[src/rtl/spi_wp_pkg.sv]
package spi_wp_pkg;
  localparam int NUM_CFG = 3;
  // configuration registers: frame mode, data holding, chip-select setup
  localparam logic [7:0] CFG_OFF   [NUM_CFG] = '{8'h04, 8'h08, 8'h10};
  localparam bit         CFG_GUARD [NUM_CFG] = '{1'b1, 1'b0, 1'b1};
  localparam logic [7:0] OFF_CTRL = 8'h20;
  localparam logic [7:0] OFF_STAT = 8'h24;
  localparam int         SRC_LSB  = 8;
endpackage

[src/rtl/spi_wp_guard.sv]
module spi_wp_guard
  import spi_wp_pkg::*;
#(
  parameter int ADDR_W = 8
) (
  input  logic              clk_i,
  input  logic              rst_ni,
  input  logic              wr_en_i,
  input  logic [ADDR_W-1:0] wr_addr_i,
  input  logic              en_wdata_i,
  input  logic              stat_rd_i,
  output logic              prot_en_o,
  output logic              wr_block_o,
  output logic              viol_flag_o,
  output logic [ADDR_W-1:0] viol_src_o
);
  localparam logic [ADDR_W-1:0] A_CTRL = ADDR_W'(OFF_CTRL);

  logic guard_hit;
  logic viol;

  always_comb begin
    guard_hit = 1'b0;
    for (int i = 0; i < NUM_CFG; i++) begin
      if (CFG_GUARD[i] && (wr_addr_i == ADDR_W'(CFG_OFF[i]))) guard_hit = 1'b1;
    end
  end

  assign wr_block_o = prot_en_o && guard_hit;
  assign viol       = wr_en_i && wr_block_o;

  always_ff @(posedge clk_i or negedge rst_ni) begin
    if (!rst_ni) begin
      prot_en_o <= 1'b0;
    end else if (wr_en_i && (wr_addr_i == A_CTRL)) begin
      prot_en_o <= en_wdata_i;
    end
  end

  // violation has priority over the clearing read
  always_ff @(posedge clk_i or negedge rst_ni) begin
    if (!rst_ni) begin
      viol_flag_o <= 1'b0;
      viol_src_o  <= '0;
    end else if (viol) begin
      viol_flag_o <= 1'b1;
      viol_src_o  <= wr_addr_i;
    end else if (stat_rd_i) begin
      viol_flag_o <= 1'b0;
    end
  end


  viol_sets_flag_chk: assert property (@(posedge clk_i) disable iff (!rst_ni)
    viol |=> viol_flag_o);

  viol_src_chk: assert property (@(posedge clk_i) disable iff (!rst_ni)
    viol |=> (viol_src_o == $past(wr_addr_i)));

  rd_clears_flag_chk: assert property (@(posedge clk_i) disable iff (!rst_ni)
    (stat_rd_i && !viol) |=> !viol_flag_o);

  src_hold_chk: assert property (@(posedge clk_i) disable iff (!rst_ni)
    !viol |=> $stable(viol_src_o));

  unprotect_chk: assert property (@(posedge clk_i) disable iff (!rst_ni)
    (wr_en_i && (wr_addr_i == A_CTRL) && !en_wdata_i) |=> !prot_en_o);
endmodule

[src/rtl/spi_wp_cfg_bank.sv]
module spi_wp_cfg_bank
  import spi_wp_pkg::*;
#(
  parameter int ADDR_W = 8,
  parameter int DATA_W = 32
) (
  input  logic                            clk_i,
  input  logic                            rst_ni,
  input  logic                            wr_en_i,
  input  logic [ADDR_W-1:0]               wr_addr_i,
  input  logic [DATA_W-1:0]               wr_data_i,
  input  logic                            wr_block_i,
  output logic [NUM_CFG-1:0][DATA_W-1:0]  cfg_q_o
);
  for (genvar g = 0; g < NUM_CFG; g++) begin : g_reg
    localparam logic [ADDR_W-1:0] A_REG = ADDR_W'(CFG_OFF[g]);
    logic hit;
    assign hit = wr_en_i && (wr_addr_i == A_REG);

    always_ff @(posedge clk_i or negedge rst_ni) begin
      if (!rst_ni) cfg_q_o[g] <= '0;
      else if (hit && !wr_block_i) cfg_q_o[g] <= wr_data_i;
    end


    blocked_hold_chk: assert property (@(posedge clk_i) disable iff (!rst_ni)
      (hit && wr_block_i) |=> $stable(cfg_q_o[g]));
  end
endmodule

[src/rtl/spi_wp_rdport.sv]
module spi_wp_rdport
  import spi_wp_pkg::*;
#(
  parameter int ADDR_W = 8,
  parameter int DATA_W = 32
) (
  input  logic                           clk_i,
  input  logic                           rst_ni,
  input  logic                           rd_en_i,
  input  logic [ADDR_W-1:0]              rd_addr_i,
  input  logic [NUM_CFG-1:0][DATA_W-1:0] cfg_q_i,
  input  logic                           prot_en_i,
  input  logic                           viol_flag_i,
  input  logic [ADDR_W-1:0]              viol_src_i,
  output logic [DATA_W-1:0]              rd_data_o
);
  logic [DATA_W-1:0] sel;
  logic              mapped;

  always_comb begin
    sel    = '0;
    mapped = 1'b0;
    for (int i = 0; i < NUM_CFG; i++) begin
      if (rd_addr_i == ADDR_W'(CFG_OFF[i])) begin
        sel    = cfg_q_i[i];
        mapped = 1'b1;
      end
    end
    if (rd_addr_i == ADDR_W'(OFF_CTRL)) begin
      sel[0] = prot_en_i;
      mapped = 1'b1;
    end
    if (rd_addr_i == ADDR_W'(OFF_STAT)) begin
      sel[0]                = viol_flag_i;
      sel[SRC_LSB +: ADDR_W] = viol_src_i;
      mapped                = 1'b1;
    end
  end

  always_ff @(posedge clk_i or negedge rst_ni) begin
    if (!rst_ni)      rd_data_o <= '0;
    else if (rd_en_i) rd_data_o <= sel;
    else              rd_data_o <= '0;
  end


  unmapped_zero_chk: assert property (@(posedge clk_i) disable iff (!rst_ni)
    (rd_en_i && !mapped) |=> (rd_data_o == '0));

  idle_zero_chk: assert property (@(posedge clk_i) disable iff (!rst_ni)
    !rd_en_i |=> (rd_data_o == '0));
endmodule

[src/rtl/spi_wp_top.sv]
module spi_wp_top
  import spi_wp_pkg::*;
#(
  parameter int ADDR_W = 8,
  parameter int DATA_W = 32
) (
  input  logic              clk_i,
  input  logic              rst_ni,
  input  logic              wr_en_i,
  input  logic [ADDR_W-1:0] wr_addr_i,
  input  logic [DATA_W-1:0] wr_data_i,
  input  logic              rd_en_i,
  input  logic [ADDR_W-1:0] rd_addr_i,
  output logic [DATA_W-1:0] rd_data_o
);
  logic                           prot_en;
  logic                           wr_block;
  logic                           viol_flag;
  logic [ADDR_W-1:0]              viol_src;
  logic [NUM_CFG-1:0][DATA_W-1:0] cfg_q;
  logic                           stat_rd;

  assign stat_rd = rd_en_i && (rd_addr_i == ADDR_W'(OFF_STAT));

  spi_wp_guard #(.ADDR_W(ADDR_W)) u_guard (
    .clk_i       (clk_i),
    .rst_ni      (rst_ni),
    .wr_en_i     (wr_en_i),
    .wr_addr_i   (wr_addr_i),
    .en_wdata_i  (wr_data_i[0]),
    .stat_rd_i   (stat_rd),
    .prot_en_o   (prot_en),
    .wr_block_o  (wr_block),
    .viol_flag_o (viol_flag),
    .viol_src_o  (viol_src)
  );

  spi_wp_cfg_bank #(.ADDR_W(ADDR_W), .DATA_W(DATA_W)) u_bank (
    .clk_i      (clk_i),
    .rst_ni     (rst_ni),
    .wr_en_i    (wr_en_i),
    .wr_addr_i  (wr_addr_i),
    .wr_data_i  (wr_data_i),
    .wr_block_i (wr_block),
    .cfg_q_o    (cfg_q)
  );

  spi_wp_rdport #(.ADDR_W(ADDR_W), .DATA_W(DATA_W)) u_rd (
    .clk_i       (clk_i),
    .rst_ni      (rst_ni),
    .rd_en_i     (rd_en_i),
    .rd_addr_i   (rd_addr_i),
    .cfg_q_i     (cfg_q),
    .prot_en_i   (prot_en),
    .viol_flag_i (viol_flag),
    .viol_src_i  (viol_src),
    .rd_data_o   (rd_data_o)
  );
endmodule

[config.mk]
export PLATFORM = sky130hd
export DESIGN_NAME = spi_wp_top
export DESIGN_NICKNAME = d
export VERILOG_FILES = /design/src/rtl/spi_wp_pkg.sv /design/src/rtl/spi_wp_guard.sv /design/src/rtl/spi_wp_cfg_bank.sv /design/src/rtl/spi_wp_rdport.sv /design/src/rtl/spi_wp_top.sv
export SDC_FILE = /design/constraint.sdc
export NUM_CORES = 1
export LEC_CHECK = 0
export BUFFER_PORTS_ARGS = -buffer_cell sky130_fd_sc_hd__buf_2
export CAP_MARGIN = 20
export CORE_MARGIN = 4
export CORE_UTILIZATION = 30
export DETAILED_ROUTE_END_ITERATION = 16
export SLEW_MARGIN = 10
export SYNTH_ARGS = -nofsm -noshare
export SYNTH_HDL_FRONTEND = slang
export SYNTH_HIERARCHICAL = 1
export SYNTH_SLANG_ARGS = --single-unit
[constraint.sdc]
create_clock -name clk_i -period 4.8 [get_ports clk_i]
set_clock_uncertainty 0.2 [all_clocks]
set_input_delay 0.96 -clock clk_i [delete_from_list [all_inputs] [get_ports clk_i]]
set_output_delay 0.96 -clock clk_i [all_outputs]
set_load 0.05 [all_outputs]
==> results.ini, run 1 <==
[timing]
fin_crit_ns = 3.14
final-setup-viol-count = 0
worstMarginPinSlew_ns = 1.01
timing.hold.ws_ns = 0.282
maxSlewViolCount = 0
hold_viol = 0
period_share_pct = 65.3
rsz0062_at_grt = false
maxSlewHeadroom_pct = 32.7
fin_setup_tns_ns = 0
max_freq_mhz = 319

[place]
dp_hpwl_um = 9470
dpl_cell_area_um2 = 6850
io_buffers = 83
globalplace.congestion = 0.787
dp_cells = 755

[clock_network]
path_clk_slew_ns = 0.06
cts_resized = 0
numCtsBuffers = 17
clkSinkCount = 138
cts-htree-levels = 4
cts_tree = built
cts_buffer_depth = 2
clock_latency_ns = 0.42
postCtsSetupBuffers = 0
postCtsHoldBufs = 0
cts_root_buf = clkbuf_16

[grt]
overflow = 0
grt_pass1_wl_um = 23900
track_usage_pct = 13.0
grt_pass1_vias = 4225
antenna_found_initial = 1
grt_max_degree = 65

[die]
start_util_pct = 30.7
die_y_um = 153
boundaryPins = 84
die-area_um2 = 23300
fp.dieW_um = 153
core-area_um2 = 20400
rows = 52

[yosys]
synthDistinctLibCells = 44
syn_avg_cell_area_um2 = 14.9
synth_flop_cell = dfrtp_1
async_flop_share_pct = 100
synth_edf_count = 0
synth.ff_latch_count = 138
seq_area_frac_synth_pct = 55.1
synth_area_um2 = 6270
syn-num-nets = 474
synth_cells = 422
yosysWarnings = 6

[setup_path]
start_kind = primary input
critPathMaxFanout = 32
critPathCaptureType = flop
critPathRequiredTime_ns = 4.89
r2r_end = u_bank/cfg_q_o[50]$_DFFE_PN0P_
regToRegSetupSlack_ns = 2.01
r2r_start = u_guard/prot_en_o$_DFFE_PN0P_
cp_data_arrival_time_ns = 3.23
critPathSlowestCell = nand3_2
worstSetupPathType = primary input to flop
crit_chain = buf_2, or4_4, nor3_1, nor2_1, nand3_2, mux2_2
cp_slowest_stage_delay_ns = 0.72
reg2reg_depth = 6

[power_and_ir_drop]
pwr_density_cell_nw_per_um2 = 348
p_leak_nw = 3.59
peakVddDrop_mv = 0.207

[layout]
final_common_cell = dfrtp_1
instances_no_fill = 788
areaGrowthSynthToFinish_pct = 17.9
fin_nets = 556
fin_area_um2 = 7390
drive_gt1_share_pct = 48.9
layout_common_cells = dfrtp_1, buf_2, mux2_2, mux2_4, a22oi_2

[detailed_routing]
route.vias.total = 3792
ant_nets = 0
drc = 0
dr.pass1.iters = 4
route.final.wire_length_um = 14800
via_per_inst = 4.81
first_iter_violations = 204
wire_per_inst_um = 18.8

[hold_path]
min_to = u_guard/viol_src_o[3]$_DFFE_PN0P_
hp-start = u_guard/viol_src_o[3]$_DFFE_PN0P_
hold_path.class = flop to flop
whs_path_depth = 1

[flow_run]
maxCapViolations = 0

[outcome]
status = complete, no violations

## synth_stat cells (3+ instances only)
cell | number | share of area, %
nand2_1 | 4 | 0.24
nand3b_1 | 4 | 0.48
clkbuf_1 | 5 | 0.30
o2bb2ai_1 | 23 | 3.2
dfrtp_1 | 138 | 55
nor4b_1 | 3 | 0.42
a2bb2oi_1 | 8 | 1.1
mux2_4 | 30 | 7.2
and2_1 | 30 | 3.0
a21oi_1 | 8 | 0.64
buf_4 | 3 | 0.36
nor4_1 | 3 | 0.30
nor4b_4 | 3 | 1.1
o21ai_0 | 6 | 0.48
a22oi_2 | 30 | 6.0
buf_6 | 14 | 2.5
nor3_1 | 5 | 0.40
mux2_2 | 67 | 12
nor2_1 | 5 | 0.30
## worst max path at each step
stage / from / end / slack (ns) / cells past startpoint
floorplan: wr_addr_i[1] / u_bank/cfg_q_o[33]$_DFFE_PN0P_ / 2.04 / 6
CTS: wr_addr_i[1] / u_bank/cfg_q_o[60]$_DFFE_PN0P_ / 1.71 / 6
detailed placement: wr_addr_i[1] / u_bank/cfg_q_o[50]$_DFFE_PN0P_ / 1.26 / 6
global placement: wr_addr_i[1] / u_bank/cfg_q_o[39]$_DFFE_PN0P_ / 1.28 / 6
global route: wr_addr_i[1] / u_bank/cfg_q_o[50]$_DFFE_PN0P_ / 1.57 / 6
finish: wr_addr_i[1] / u_bank/cfg_q_o[50]$_DFFE_PN0P_ / 1.66 / 6
## worst max-delay path: cells and delay by family
kind / cells / cell delay (ns)
simple gates: 4 / 1.69
buf+inv: 1 / 0.13
mux: 1 / 0.42
## cell type report
class,instances,area [um^2]
Antenna cell,1,2.50
Clock buffer,24,472
Sequential cell,138,3450
Fill cell,2003,13000
Clock inverter,8,70.1
Timing Repair Buffer,89,479
Tap cell,270,338
Inverter,2,7.51
Multi-Input combinational cell,256,2570
## power breakdown
| group | internal, W | switching [W] |
|---|---|---|
| clock | 0.000734 | 0.000461 |
| combinational | 0.0000670 | 0.0000820 |
| sequential | 0.00120 | 0.0000256 |
| total | 0.00201 | 0.000569 |
## routing by layer
metal / track usage (%) / share of wire, %
met4: 4.92 / 2.2
met2: 21.6 / 50
met5: 0 / 0
met1: 16.5 / 44
met3: 3.35 / 3.6
## cells by family (layout without fill, tap and decap cells)
kind of cell / count (synthesis) / in the layout / share of synthesized area [%]
muxes: 98 / 98 / 19.4
buffers and inverters: 28 / 123 / 3.99
xor gates and xnor gates: 1 / 1 / 0.140
and+or+nand+nor: 73 / 73 / 8.96
AOI/OAI and AO/OA: 84 / 84 / 12.5
other: 0 / 1 / 0
DFF: 138 / 138 / 55.1
## registers in the layout (all words and copies together) (netlist names)
register and cells:
u_rd/rd_data_o 32, u_guard/viol_flag_o 1, u_bank/cfg_q_o 96, u_guard/prot_en_o 1, u_guard/viol_src_o 8
## stage by stage
| step | total power [W] | setup WS, ns | util [%] |
|---|---|---|---|
| floorplan | 0.00132 | 2.04 | - |
| global placement | 0.00139 | 1.28 | 33.5 |
| detailed placement | 0.00140 | 1.26 | 33.5 |
| CTS | 0.00261 | 1.71 | 36.2 |
| global route | 0.00269 | 1.57 | 36.2 |
| finish | 0.00257 | 1.66 | 36.2 |
(Power assumes the default switching activity.)
==> run 2, diff against run 1 <==
- clock period: 4.8 -> 2.7 ns (I/O delays scaled with it)
==> run 2 against run 1 <==
Routed wire length decreased by 2.4%. Hold slack got worse by 0.10 ns. Critical path depth unchanged. Highest routed layer is now met5. Clock power grew 83%. Combinational power is 83% higher. First-iteration DRC count is 23% higher. Via count rose by 2.1%. Utilization rose by 1.0 points. Sequential share of layout area is 1.3 points lower. Total power is 81% higher.
==> results.ini, run 2 (synthesis gave the netlist of run 1 again) <==
[outcome]
status = complete, no violations

[setup_path]
start_kind = primary input
critPathRequiredTime_ns = 2.79  ; -2.10 ns
r2r_start = u_guard/prot_en_o$_DFFE_PN0P_
critPathCaptureType = flop
cp_data_arrival_time_ns = 2.32  ; -0.91 ns
critPathMaxFanout = 12  ; -63%
critPathLaunch = wr_addr_i[1]
worstSetupPathType = primary input to flop

[clock_network]
cts_root_buf = clkbuf_16
clkSinkCount = 138  ; unchanged
clock_latency_ns = 0.42  ; about the same
numCtsBuffers = 17  ; unchanged
path_clk_slew_ns = 0.06  ; about the same
cts_tree = built
postCtsSetupBuffers = 0  ; unchanged
cts_resized = 0  ; unchanged
cts-htree-levels = 4  ; unchanged
cts_buffer_depth = 2  ; unchanged
postCtsHoldBufs = 1  ; +1

[grt]
track_usage_pct = 13.0  ; -0.060 points
antenna_found_initial = 2  ; +1
grt_pass1_vias = 4299  ; +1.8%
grt_pass1_wl_um = 24100  ; +0.75%
grt_max_degree = 65  ; unchanged
overflow = 0  ; unchanged

[power_and_ir_drop]
p_leak_nw = 3.71  ; +3.4%
peakVddDrop_mv = 0.269  ; +30%
pwr_density_cell_nw_per_um2 = 613  ; +76%

[detailed_routing]
ant_nets = 0  ; unchanged
top_layer_used = met5
route.vias.total = 3871  ; +2.1%
route.met2.wl_um = 6920  ; -6.5%
route.final.wire_length_um = 14500  ; -2.4%
wire_per_inst_um = 18.1  ; -4.0%
via_per_inst = 4.83  ; +0.43%
first_iter_violations = 250  ; +23%
wl_met3_um = 688  ; +29%
dr.pass1.iters = 4  ; unchanged
drc = 0  ; unchanged
wl_met1_um = 6510  ; -1.0%

[flow_run]
maxCapViolations = 0  ; unchanged

[timing]
fin_setup_tns_ns = 0  ; unchanged
hold_viol = 0  ; unchanged
max_freq_mhz = 449
maxSlewViolCount = 0  ; unchanged
worstMarginPinSlew_ns = 0.585  ; -0.424 ns
final-setup-viol-count = 0  ; unchanged
rsz0062_at_grt = false
maxSlewHeadroom_pct = 61.0  ; +28 points
period_share_pct = 82.5
fin_crit_ns = 2.23

[die]
fp.dieW_um = 153  ; unchanged
die_y_um = 153  ; unchanged
core-area_um2 = 20400  ; unchanged
start_util_pct = 30.7  ; unchanged
die-area_um2 = 23300  ; unchanged
rows = 52  ; unchanged
boundaryPins = 84  ; unchanged

[layout]
fin_nets = 570  ; +2.5%
reg_top3 = u_bank/cfg_q_o x96, u_rd/rd_data_o x32, u_guard/viol_src_o x8
largest_register_ffs = 96  ; unchanged
num_antenna_cells = 0  ; -1
top_register = u_bank/cfg_q_o
areaGrowthSynthToFinish_pct = 21.1
final_common_cell = dfrtp_1
layout_common_cells = dfrtp_1, buf_2, mux2_2, mux2_4, a22oi_2
drive_gt1_share_pct = 50.7  ; +1.7 points
fin_area_um2 = 7600  ; +2.8%

[place]
dpl_cell_area_um2 = 7020  ; +2.5%
dp_hpwl_um = 9820  ; +3.7%
io_buffers = 83  ; unchanged
globalplace.congestion = 0.804  ; +2.2%

[hold_path]
hp-start = wr_data_i[3]
hold_path.class = primary input to flop

## run 2: per-stage QoR
step                std cells  hold slack, ns  power [W]  util (%)  setup slack (ns)
floorplan                 422          0.0444    0.00234         -             0.363
global placement          768           0.264    0.00248      34.4            0.0752
detailed placement        768           0.265    0.00250      34.4            0.0480
CTS                       801           0.165    0.00472      37.2             0.490
global route              801           0.168    0.00487      37.2             0.398
finish                    801           0.179    0.00466      37.2             0.472
## run 2: cell type report
class,instances,area [um^2]
Sequential cell,138,3450
Clock buffer,22,474
Timing Repair Buffer,103,662
Tap cell,270,338
Fill cell,1980,12800
Inverter,2,7.51
Multi-Input combinational cell,256,2570
Clock inverter,10,92.6
## run 2: where the power goes
| group | switching, W | leakage (nW) | internal (W) |
|---|---|---|---|
| clock | 0.000858 | 0.280 | 0.00134 |
| combinational | 0.000148 | 1.53 | 0.000124 |
| sequential | 0.0000449 | 1.91 | 0.00214 |
| total | 0.00105 | 3.71 | 0.00360 |
## run 2: final timing paths
path | to | slack, ns | depth (start not counted)
max in group asynchronous | u_rd/rd_data_o[24]$_DFF_PN0_ | 1.15 | 3
setup / recovery | u_bank/cfg_q_o[3]$_DFFE_PN0P_ | 0.47 | 6
setup reg to reg | u_bank/cfg_q_o[3]$_DFFE_PN0P_ | 0.53 | 6
hold / removal | u_bank/cfg_q_o[35]$_DFFE_PN0P_ | 0.18 | 2
hold reg to reg | u_guard/viol_src_o[1]$_DFFE_PN0P_ | 0.28 | 1
min in group asynchronous | u_bank/cfg_q_o[89]$_DFFE_PN0P_ | 0.48 | 2
## run 2: per-layer routing
metal  global-route usage (%)  vias to the layer above
li1                         -                     1767
met1                     16.6                     1965
met2                     20.5                       94
met3                     4.06                       41
met4                     5.26                        4
met5                        0                        -
## run 2: critical path: stages
cell      delay (ns)
buf_2           0.13
or4_4           0.57
nor3_1          0.22
nand4b_4        0.33
buf_12          0.21
mux2_4          0.31
==> run 3, diff against run 2 <==
- ABC_AREA: default -> 1
- clock period: 2.7 -> 2.3 ns (I/O delays scaled with it)
==> run 3 against run 2 <==
Routed wire length increased by 18%. Design area increased by 1.3%. Global-route usage increased by 2.3 points. Synthesized cell count increased by 83%. Die area increased by 0.70%. Sequential power increased by 16%. Critical path type unchanged. Critical endpoint is now u_bank/cfg_q_o[65]$_DFFE_PN0P_.
==> results.ini, run 3 <==
[outcome]
status = complete, no violations

[setup_path]
reg2reg_depth = 8  ; +2
r2r_end = u_bank/cfg_q_o[65]$_DFFE_PN0P_
worstSetupPathType = primary input to flop
r2r_start = u_guard/prot_en_o$_DFFE_PN0P_
cpLargestDelayFamily = simple AND/OR/NAND/NOR gates
start_kind = primary input
critPathCaptureType = flop
critPathMaxFanout = 18  ; +6
critPathSlowestCell = nor2_4
cp_data_arrival_time_ns = 2.04  ; -0.28 ns
cp_slowest_stage_delay_ns = 0.40  ; -0.17 ns
critPathRequiredTime_ns = 2.40  ; -0.39 ns
crit_path_frequent_cell = nand2_1
worst-path-buf-inv = 3  ; +1
crit_chain = buf_2, inv_1, nand2_1, nor2_1, nand2_1, a21boi_0, nor2_2, nand2_1, nor2_4, nand2_4, buf_12, nand2_1, nand2_1
regToRegSetupSlack_ns = 0.39  ; -0.14 ns

[clock_network]
clock_latency_ns = 0.42  ; about the same
path_clk_slew_ns = 0.06  ; about the same
cts_tree = built
cts_resized = 0  ; unchanged
cts_root_buf = clkbuf_16
clkSinkCount = 138  ; unchanged
cts_buffer_depth = 2  ; unchanged
cts-htree-levels = 4  ; unchanged
numCtsBuffers = 17  ; unchanged

[layout]
instances_no_fill = 1148  ; +43%
final_common_cell = nand2_1
areaGrowthSynthToFinish_pct = 21.7
reg_top3 = u_bank/cfg_q_o x96, u_rd/rd_data_o x32, u_guard/viol_src_o x8
top_register = u_bank/cfg_q_o
fillers = 2087  ; +5.4%
layout_common_cells = nand2_1, dfrtp_1, nand3_1, buf_2, inv_1
fin_nets = 918  ; +61%
drive_gt1_share_pct = 19.5  ; -31 points
final_util_pct = 37.5  ; +0.35 points
largest_register_ffs = 96  ; unchanged

[yosys]
synth_top_area_share_pct = 54.7  ; -0.40 points
syn-num-nets = 826  ; +74%
synthDistinctLibCells = 33  ; -25%
async_flop_share_pct = 100  ; unchanged
ys_top_cells_by_count = nand2_1, dfrtp_1, nand3_1
syn_avg_cell_area_um2 = 8.16  ; -45%
seq_area_frac_synth_pct = 54.7  ; -0.40 points
ys_top_cells_by_area = dfrtp_1, nand2_1, nand3_1
synth_area_um2 = 6320  ; +0.74%
yosysTopAreaCell = dfrtp_1
synth_most_common_cell = nand2_1
yosysWarnings = 6  ; unchanged
synth_edf_count = 0  ; unchanged
synth_flop_cell = dfrtp_1
synth.ff_latch_count = 138  ; unchanged
synth_cells = 774  ; +83%

[timing]
maxSlewViolCount = 0  ; unchanged
worstMarginPinSlew_ns = 0.490  ; -0.0947 ns
final-setup-viol-count = 0  ; unchanged
max_freq_mhz = 517
maxSlewHeadroom_pct = 67.2  ; +6.2 points
fin_crit_ns = 1.93
hold_viol = 0  ; unchanged
period_share_pct = 84.1
fin_setup_tns_ns = 0  ; unchanged
timing.hold.ws_ns = 0.0805  ; -0.0990 ns
rsz0062_at_grt = false

[die]
start_util_pct = 30.8  ; +0.13 points
die-area_um2 = 23400  ; +0.70%
rows = 52  ; unchanged
die_y_um = 153  ; +0.35%
fp.dieW_um = 153  ; +0.35%
boundaryPins = 84  ; unchanged
core-area_um2 = 20500  ; +0.32%

[grt]
overflow = 0  ; unchanged
use_met1_pct = 21.0  ; +4.4 points
antenna_found_initial = 2  ; unchanged
use_met3_pct = 3.53  ; -0.53 points
track_usage_pct = 15.3  ; +2.3 points
grt_pass1_wl_um = 28600  ; +19%
grt_pass1_vias = 5320  ; +24%
grt_max_degree = 45  ; -31%
busiest_layer = met2
use_met2_pct = 23.8  ; +3.3 points

[hold_path]
hp-start = wr_data_i[24]
min_to = u_bank/cfg_q_o[56]$_DFFE_PN0P_
whs_path_depth = 3  ; +1
hold_path.class = primary input to flop

[place]
io_buffers = 83  ; unchanged
dp_hpwl_um = 11200  ; +14%
globalplace.congestion = 0.788  ; -1.9%
dp_cells = 1116  ; +45%

[detailed_routing]
via_per_inst = 4.61  ; -4.7%
ant_nets = 0  ; unchanged
route.final.wire_length_um = 17100  ; +18%
dr.pass1.iters = 4  ; unchanged
wire_per_inst_um = 14.9  ; -18%
drc = 0  ; unchanged
first_iter_violations = 289  ; +16%
route.vias.total = 5287  ; +37%

[power_and_ir_drop]
p_leak_nw = 4.48  ; +21%
peakVddDrop_mv = 0.534  ; +98%
pwr_density_cell_nw_per_um2 = 706  ; +15%
p_total_w = 0.00543  ; +17%

[flow_run]
maxCapViolations = 0  ; unchanged

==> run 3: cell types whose count changed after synthesis, sizes merged, moves of 15 or more <==
cell and change:
o2bb2ai -23, nand2 +343, nor2 +28, a22oi -30, o21ai +34, and2 -28
nand3 +96, mux2 -97, inv +53, buf +15
==> run 3: worst min-delay path: cells and delay by family <==
family        cells  cell delay, ns
simple gates      2            0.10
buf+inv           1            0.10
==> run 3: logic make-up (layout without fill, tap and decap cells) <==
kind of cell / after synthesis / after routing / share of synthesized area, %
flip-flops: 138 / 138 / 54.7
AND/OR/NAND/NOR: 487 / 487 / 32.9
AO/OA/AOI/OAI: 53 / 53 / 4.50
other: 0 / 1 / 0
buffers and inverters: 96 / 199 / 8.00
==> run 3: worst max-delay path by stage <==
stage / from / endpoint / slack [ns] / cells past startpoint
floorplan: wr_addr_i[0] / u_bank/cfg_q_o[33]$_DFFE_PN0P_ / 0.47 / 10
global placement: wr_addr_i[3] / u_bank/cfg_q_o[70]$_DFFE_PN0P_ / -0.003 / 13
detailed placement: wr_addr_i[0] / u_bank/cfg_q_o[94]$_DFFE_PN0P_ / -0.05 / 13
CTS: u_guard/prot_en_o$_DFFE_PN0P_ / u_bank/cfg_q_o[65]$_DFFE_PN0P_ / 0.38 / 8
global route: wr_addr_i[6] / u_bank/cfg_q_o[70]$_DFFE_PN0P_ / 0.11 / 13
finish: wr_addr_i[4] / u_bank/cfg_q_o[65]$_DFFE_PN0P_ / 0.37 / 13
==> run 3: cell type report <==
cell class	instances	area, um^2	share of cell area, %
flip-flops and latches	138	3450	44.9
multi-input cells	540	2360	30.7
repair buffers	114	782	10.2
clock buffers	21	450	5.86
well taps	270	338	4.39
inverters	55	206	2.68
clock inverters	9	100	1.30
diodes	1	2.50	0.0325
==> run 3: what timing repair did <==
item,in CTS,in global routing
hold buffers,1,0
buffers inserted,0,0
hold endpoints to repair,41,0
==> run 3: power breakdown <==
group	switching (W)	total [W]	internal, W
Clock	0.000974	0.00257	0.00160
Combinational	0.000205	0.000305	0.0000995
Sequential	0.0000417	0.00255	0.00251
Total	0.00122	0.00543	0.00421
==> run 3: per-layer routing <==
| metal | wire length [um] | vias to the layer above |
|---|---|---|
| met3 | 813 | 18 |
| met4 | 267 | 2 |
| met2 | 7960 | 137 |
| li1 | - | 2599 |
| met1 | 8050 | 2531 |
| met5 | 7 | - |
==> run 3: through the flow <==
stage	instance area, um^2	setup WS (ns)
2_1_floorplan	6320	0.473
4_1_cts	7690	0.379
3_5_place_dp	7130	-0.0534
5_1_grt	7690	0.108
6_report	7690	0.366
3_3_place_gp	7130	-0.00298
